$ cat config.mk
export PLATFORM = sky130hd
export DESIGN_NAME = mux_reg_decoder
export DESIGN_NICKNAME = d
export VERILOG_FILES = /design/src/rtl/mxdec_pkg.sv /design/src/rtl/mxdec_latch.sv /design/src/rtl/mxdec_index.sv /design/src/rtl/mxdec_modes.sv /design/src/rtl/mux_reg_decoder.sv
export SDC_FILE = /design/constraint.sdc
export NUM_CORES = 1
export LEC_CHECK = 0
export BUFFER_PORTS_ARGS = -buffer_cell sky130_fd_sc_hd__buf_2
export CAP_MARGIN = 20
export CORE_ASPECT_RATIO = 0.9
export CORE_MARGIN = 2
export CORE_UTILIZATION = 36
export CTS_CLUSTER_SIZE = 40
export DETAILED_ROUTE_END_ITERATION = 10
export GPL_ROUTABILITY_DRIVEN = 0
export GPL_TIMING_DRIVEN = 1
export MAX_ROUTING_LAYER = met4
export SYNTH_ARGS = -nofsm -noshare
export SYNTH_HDL_FRONTEND = slang
export SYNTH_HIERARCHICAL = 1
export SYNTH_SLANG_ARGS = --single-unit
$ cat constraint.sdc
create_clock -name clk -period 1.9 [get_ports clk]
set_input_delay 0.285 -clock clk [delete_from_list [all_inputs] [get_ports clk]]
set_output_delay 0.285 -clock clk [all_outputs]
set_load 0.01 [all_outputs]
$ cat src/rtl/mxdec_pkg.sv
package mxdec_pkg;
    typedef enum logic [2:0] {
        ST_IDLE = 3'd0,
        ST_ADDR = 3'd1,
        ST_RD   = 3'd2,
        ST_WR   = 3'd3,
        ST_HOLD = 3'd4
    } dec_state_t;

    typedef enum logic {
        BANK_SER = 1'b0,
        BANK_DMA = 1'b1
    } bank_t;
endpackage

$ cat src/rtl/mxdec_latch.sv
module mxdec_latch #(
    parameter int LAT_W = 6
) (
    input  logic             clk,
    input  logic             rst_n,
    input  logic [LAT_W-1:0] ad_lo,
    input  logic             as_n,
    input  logic             cs_n,
    input  logic             bank_in,
    output logic             hit,
    output logic [LAT_W-1:0] lat_ad,
    output logic             lat_bank
);
    logic as_prev;

    assign hit = as_prev && !as_n && !cs_n;

    always_ff @(posedge clk or negedge rst_n) begin
        if (!rst_n) begin
            as_prev  <= 1'b1;
            lat_ad   <= '0;
            lat_bank <= 1'b0;
        end else begin
            as_prev <= as_n;
            if (hit) begin
                lat_ad   <= ad_lo;
                lat_bank <= bank_in;
            end
        end
    end


    lat_hold_chk: assert property (@(posedge clk) disable iff (!rst_n)
        !hit |=> $stable(lat_ad));
endmodule

$ cat src/rtl/mxdec_index.sv
module mxdec_index
    import mxdec_pkg::*;
#(
    parameter int IDX_W    = 5,
    parameter int CCAR_IDX = 0
) (
    input  logic [IDX_W:0]   lat_ad,
    input  logic             lat_bank,
    input  logic             ser_left,
    input  logic             dma_left,
    input  logic [IDX_W-1:0] ptr,
    output logic [IDX_W-1:0] eff_idx,
    output logic             direct_ccar,
    output logic             indirect
);
    logic             left;
    logic [IDX_W-1:0] raw_idx;
    logic             sel_ccar;

    always_comb begin
        left     = (lat_bank == BANK_DMA) ? dma_left : ser_left;
        raw_idx  = left ? lat_ad[IDX_W:1] : lat_ad[IDX_W-1:0];
        sel_ccar = (lat_bank == BANK_DMA) && (raw_idx == IDX_W'(CCAR_IDX));
        indirect    = sel_ccar && (ptr != '0);
        direct_ccar = sel_ccar && (ptr == '0);
        eff_idx     = indirect ? ptr : raw_idx;
    end
endmodule

$ cat src/rtl/mxdec_modes.sv
module mxdec_modes
    import mxdec_pkg::*;
#(
    parameter int IDX_W    = 5,
    parameter int CMD0_IDX = 0,
    parameter int BCR_IDX  = 1
) (
    input  logic             clk,
    input  logic             rst_n,
    input  logic             rd_fire,
    input  logic             wr_fire,
    input  logic             bank,
    input  logic [IDX_W-1:0] eff_idx,
    input  logic             direct_ccar,
    input  logic             indirect,
    input  logic [IDX_W-1:0] wdata,
    output logic             ser_left,
    output logic             dma_left,
    output logic [IDX_W-1:0] ptr
);
    always_ff @(posedge clk or negedge rst_n) begin
        if (!rst_n) begin
            ser_left <= 1'b0;
            dma_left <= 1'b0;
            ptr      <= '0;
        end else begin
            if ((rd_fire || wr_fire) && indirect) begin
                ptr <= '0;
            end else if (wr_fire && direct_ccar) begin
                ptr <= wdata;
            end
            if (wr_fire && bank == BANK_SER && eff_idx == IDX_W'(CMD0_IDX)) begin
                unique case (wdata[1:0])
                    2'b01:   ser_left <= 1'b1;
                    2'b10:   ser_left <= 1'b0;
                    default: ser_left <= ser_left;
                endcase
            end
            if (wr_fire && bank == BANK_DMA && eff_idx == IDX_W'(BCR_IDX)) begin
                dma_left <= wdata[0];
            end
        end
    end


    ptr_clear_chk: assert property (@(posedge clk) disable iff (!rst_n)
        ((rd_fire || wr_fire) && indirect) |=> (ptr == '0));

    ptr_keep_chk: assert property (@(posedge clk) disable iff (!rst_n)
        (!wr_fire && !indirect) |=> $stable(ptr));
endmodule

$ cat src/rtl/mux_reg_decoder.sv
module mux_reg_decoder
    import mxdec_pkg::*;
#(
    parameter int AD_W     = 8,
    parameter int IDX_W    = 5,
    parameter int CMD0_IDX = 0,
    parameter int CCAR_IDX = 0,
    parameter int BCR_IDX  = 1
) (
    input  logic             clk,
    input  logic             rst_n,
    input  logic [AD_W-1:0]  ad,
    input  logic             as_n,
    input  logic             cs_n,
    input  logic             rd_n,
    input  logic             wr_n,
    input  logic             bank_in,
    output logic             bank_sel,
    output logic [IDX_W-1:0] reg_idx,
    output logic             rd_en,
    output logic             wr_en
);
    localparam int LAT_W = IDX_W + 1;

    dec_state_t       state, state_nx;
    logic             hit;
    logic [LAT_W-1:0] lat_ad;
    logic             lat_bank;
    logic             ser_left, dma_left;
    logic [IDX_W-1:0] ptr, eff_idx;
    logic             direct_ccar, indirect;
    logic             rd_fire, wr_fire;
    logic [IDX_W-1:0] idx_q;
    logic             bank_q;

    mxdec_latch #(.LAT_W(LAT_W)) u_latch (
        .clk(clk), .rst_n(rst_n), .ad_lo(ad[LAT_W-1:0]), .as_n(as_n),
        .cs_n(cs_n), .bank_in(bank_in), .hit(hit), .lat_ad(lat_ad),
        .lat_bank(lat_bank)
    );

    mxdec_index #(.IDX_W(IDX_W), .CCAR_IDX(CCAR_IDX)) u_index (
        .lat_ad(lat_ad), .lat_bank(lat_bank), .ser_left(ser_left),
        .dma_left(dma_left), .ptr(ptr), .eff_idx(eff_idx),
        .direct_ccar(direct_ccar), .indirect(indirect)
    );

    mxdec_modes #(.IDX_W(IDX_W), .CMD0_IDX(CMD0_IDX), .BCR_IDX(BCR_IDX)) u_modes (
        .clk(clk), .rst_n(rst_n), .rd_fire(rd_fire), .wr_fire(wr_fire),
        .bank(lat_bank), .eff_idx(eff_idx), .direct_ccar(direct_ccar),
        .indirect(indirect), .wdata(ad[IDX_W-1:0]), .ser_left(ser_left),
        .dma_left(dma_left), .ptr(ptr)
    );

    assign rd_fire = (state == ST_ADDR) && !hit && !cs_n && !rd_n;
    assign wr_fire = (state == ST_ADDR) && !hit && !cs_n && rd_n && !wr_n;

    always_comb begin
        state_nx = state;
        if (hit) begin
            state_nx = ST_ADDR;
        end else begin
            unique case (state)
                ST_IDLE: state_nx = ST_IDLE;
                ST_ADDR: begin
                    if (cs_n)       state_nx = ST_IDLE;
                    else if (!rd_n) state_nx = ST_RD;
                    else if (!wr_n) state_nx = ST_WR;
                end
                ST_RD, ST_WR: state_nx = ST_HOLD;
                ST_HOLD: if (rd_n && wr_n) state_nx = ST_IDLE;
                default: state_nx = ST_IDLE;
            endcase
        end
    end

    always_ff @(posedge clk or negedge rst_n) begin
        if (!rst_n) state <= ST_IDLE;
        else        state <= state_nx;
    end

    always_ff @(posedge clk or negedge rst_n) begin
        if (!rst_n) begin
            idx_q  <= '0;
            bank_q <= 1'b0;
        end else if (rd_fire || wr_fire) begin
            idx_q  <= eff_idx;
            bank_q <= lat_bank;
        end
    end

    always_comb begin
        rd_en    = (state == ST_RD);
        wr_en    = (state == ST_WR);
        reg_idx  = idx_q;
        bank_sel = bank_q;
    end


    rw_excl_chk: assert property (@(posedge clk) disable iff (!rst_n)
        !(rd_en && wr_en));

    rd_pulse_chk: assert property (@(posedge clk) disable iff (!rst_n)
        rd_en |=> !rd_en);

    wr_pulse_chk: assert property (@(posedge clk) disable iff (!rst_n)
        wr_en |=> !wr_en);

    no_cs_fire_chk: assert property (@(posedge clk) disable iff (!rst_n)
        (state == ST_IDLE && !hit) |=> !(rd_en || wr_en));
endmodule

==> results.yml <==
min_path:
  hold_start: "as_n"
  hp-class: "in -> reg"
route:
  drtIter0Drc: 19
  dr_wl_met2_mm: 1.38
  drc: 0
  top_layer: "met4"
  dr.pass1.iters: 4
  via_per_inst: 5.05
  wl_per_cell_um: 15.2
  ant_nets: 0
  finalWirelength_mm: 2.81
  wl_met3_um: 111
  wl_met1_mm: 1.31
  vias: 934
clocking:
  clockRootBuffer: "clkbuf_8"
  clock_path_buffers: 2
  clock-sinks: 24
  cts_tree: "done"
  cts_buffers: 3
  path_clk_slew_ps: 90
  h-tree-depth: 1
  clk_latency_ps: 270
outcome:
  status: "complete, but fails checks"
  failed_checks: "negative setup slack"
floorplanning:
  die_area_um2: 3890
  chipHeight_um: 59.4
  core_area_um2: 3330
  rows: 20
  io_pins: 23
  chipWidth_um: 65.6
  start_util_pct: 36.9
timing:
  clock.fmax_mhz: 501
  maxSlewHeadroom_pct: 64.8
  skew_ps: 6.55
  finalCritPeriodShare_pct: 105
  finalSetupViolCount: 2
  fin_crit_ps: 2000
  hold_violations: 0
  rsz0062_at_grt: "yes"
  tightest_slew_ps: 529
  fin_ws_ps: -97.4
  report.final.slew_viol_count: 0
worst_setup_path:
  worstSetupStartpoint: "u_latch/lat_bank"
  cp.required_ps: 2060
  cp_max_fo: 4
  cp-start-kind: "flop"
  cp.arrival_ps: 2160
  cp-end-kind: "flop"
  r2r-start: "u_latch/lat_bank"
  crit_type: "reg -> reg"
layout:
  fillers: 296
  n_antenna_cell: 0
  stdcell_area_um2: 1670
  area_growth_pct: 35.8
  postLayoutCoreUtil_pct: 50.1
  multi_input_area_um2: 647
  register_area_um2: 603
  final_cells: 185
  nNetsFinal: 158
  drive_above_1_share_pct: 56.0
synthesis:
  syn_area_um2: 1230
  yosys_warnings: 6
  yosysUniqueCellTypes: 32
  synth_area_leaders: "dfrtp_1 (47%), mux2_2 (12%), mux2i_1 (4.9%), a22o_1 (3.6%), o31ai_2 (3.1%)"
  yosysTopAreaCellShare_pct: 46.9
  synth_top_area_cell: "dfrtp_1"
  avgSynthCellArea_um2: 12.4
  synth-seq-cells: 24
  postSynthCellCount: 99
  synth_nets: 115
  yosysSeqAreaShare_pct: 49.0
placed_design:
  dp_hpwl_mm: 1.95
  post-place-cells: 178
  dpl_cell_area_um2: 1500
  io_buffers: 20
grt:
  antenna_found_initial: 0
  grt_pass1_vias: 971
  gr-usage-all-layers_pct: 15.0
  grt_pass1_wl_mm: 4.33
  grt-ovfl-total: 0
  grt_start_max_net_pins: 25
power:
  power.density_nw_per_um2: 1000
  p_leak_nw: 0.782
  ir_drop_v: 0.000509
  power_mw: 1.67
flow_run:
  cap_violations: 0
==> layout make-up <==
type	instances	share of cell area [%]
multi-input combinational	65	38.8
sequential	24	36.2
timing repair buffer	39	15.4
tap	44	3.30
clock buffer	3	2.48
inverter	9	2.03
clock inverter	1	1.80
==> cell usage after synthesis (all sizes together) <==
library cell and count:
dfrtp 23, mux2 15, inv 9, nor2 7, mux2i 6, a22o 5
nand2 4, o31ai 3, a21oi 2, and2 2, nand2b 2, nand3 2
nor3 2, nor3b 2, nor4b 2, o21ai 2, a211oi 1, a21o 1
and3 1, buf 1, dfstp 1, ha 1, nand4 1, nor4 1
o211ai 1, o221ai 1, or4 1
==> path summary, 6_finish.rpt <==
check                              endpoint  slack, ps  depth (start not counted)
min in group asynchronous        reg_idx[0]        520                          2
max                        u_modes/dma_left       -100                          7
max in group asynchronous  u_latch/lat_bank       1000                          2
min reg2reg                      reg_idx[1]        510                          1
min                         u_latch/as_prev        140                          1
max reg2reg                u_modes/dma_left       -100                          7
==> worst max-delay path, stage by stage, from the launching register on <==
cell	delay [ps]
dfrtp_2	440
mux2_4	350
buf_6	140
mux2i_2	210
o31ai_2	120
nor2_1	170
nand3_1	140
mux2_4	320
==> cell families (layout without fill, tap and decap cells) <==
group | after synthesis | in the layout | share of synthesized area [%]
multiplexers | 21 | 21 | 19.3
AND/OR/NAND/NOR | 27 | 27 | 15.8
AO/OA/AOI/OAI | 16 | 16 | 11.2
buffers and inverters | 10 | 52 | 3.67
adder cells (fa/ha/maj) | 1 | 1 | 1.02
flip-flops | 24 | 24 | 49.0
==> sequential cells by signal, indices dropped and copies added, names as in the netlist <==
register and flops:
state 3, u_modes/ser_left 1, u_modes/ptr 5, u_modes/dma_left 1, bank_sel 1, u_latch/as_prev 1
u_latch/lat_bank 1, reg_idx 5, u_latch/lat_ad 6
==> cells in the final DEF, fill, tap and decap left out, types with 2 or more instances in the layout <==
master,count
nand2b_1,2
buf_4,15
buf_6,3
a22o_1,5
and2_4,2
nor2_1,6
mux2_2,13
o31ai_2,3
mux2i_1,3
nor4b_4,2
a21oi_1,2
buf_2,20
mux2i_2,3
clkbuf_8,3
nand2_1,3
inv_1,9
dfrtp_1,22
mux2_4,2
nand3_1,2
==> layer usage <==
layer | GRT usage (%) | vias to the layer above
met5 | - | -
met4 | 1.79 | 0
met3 | 3.42 | 2
met2 | 25.5 | 23
met1 | 19.1 | 468
li1 | - | 441
==> power breakdown <==
group	leakage, nW	switching, mW	internal, mW
logic	0.447	0.248	0.306
registers	0.299	0.0653	0.612
clock network	0.0357	0.161	0.282
==> timing repair <==
action,in CTS,in global routing
resized for setup,3,15
hold buffers,1,0
endpoints found under the setup margin,7,7
endpoints found under the hold margin,13,0
pin swaps,1,6
setup buffers,1,2
==> metrics by stage <==
| stage | hold WS [ps] | worst slack (ps) | TNS [ps] |
|---|---|---|---|
| 5_1_grt | 116 | -122 | -447 |
| 3_5_place_dp | 297 | -70.5 | -95.4 |
| 6_report | 136 | -97.4 | -105 |
| 2_1_floorplan | -10.6 | 7.37 | 0 |
| 4_1_cts | 126 | -11.2 | -19.0 |
| 3_3_place_gp | 294 | -13.7 | -13.7 |
Power figures use the tool's default switching activity.
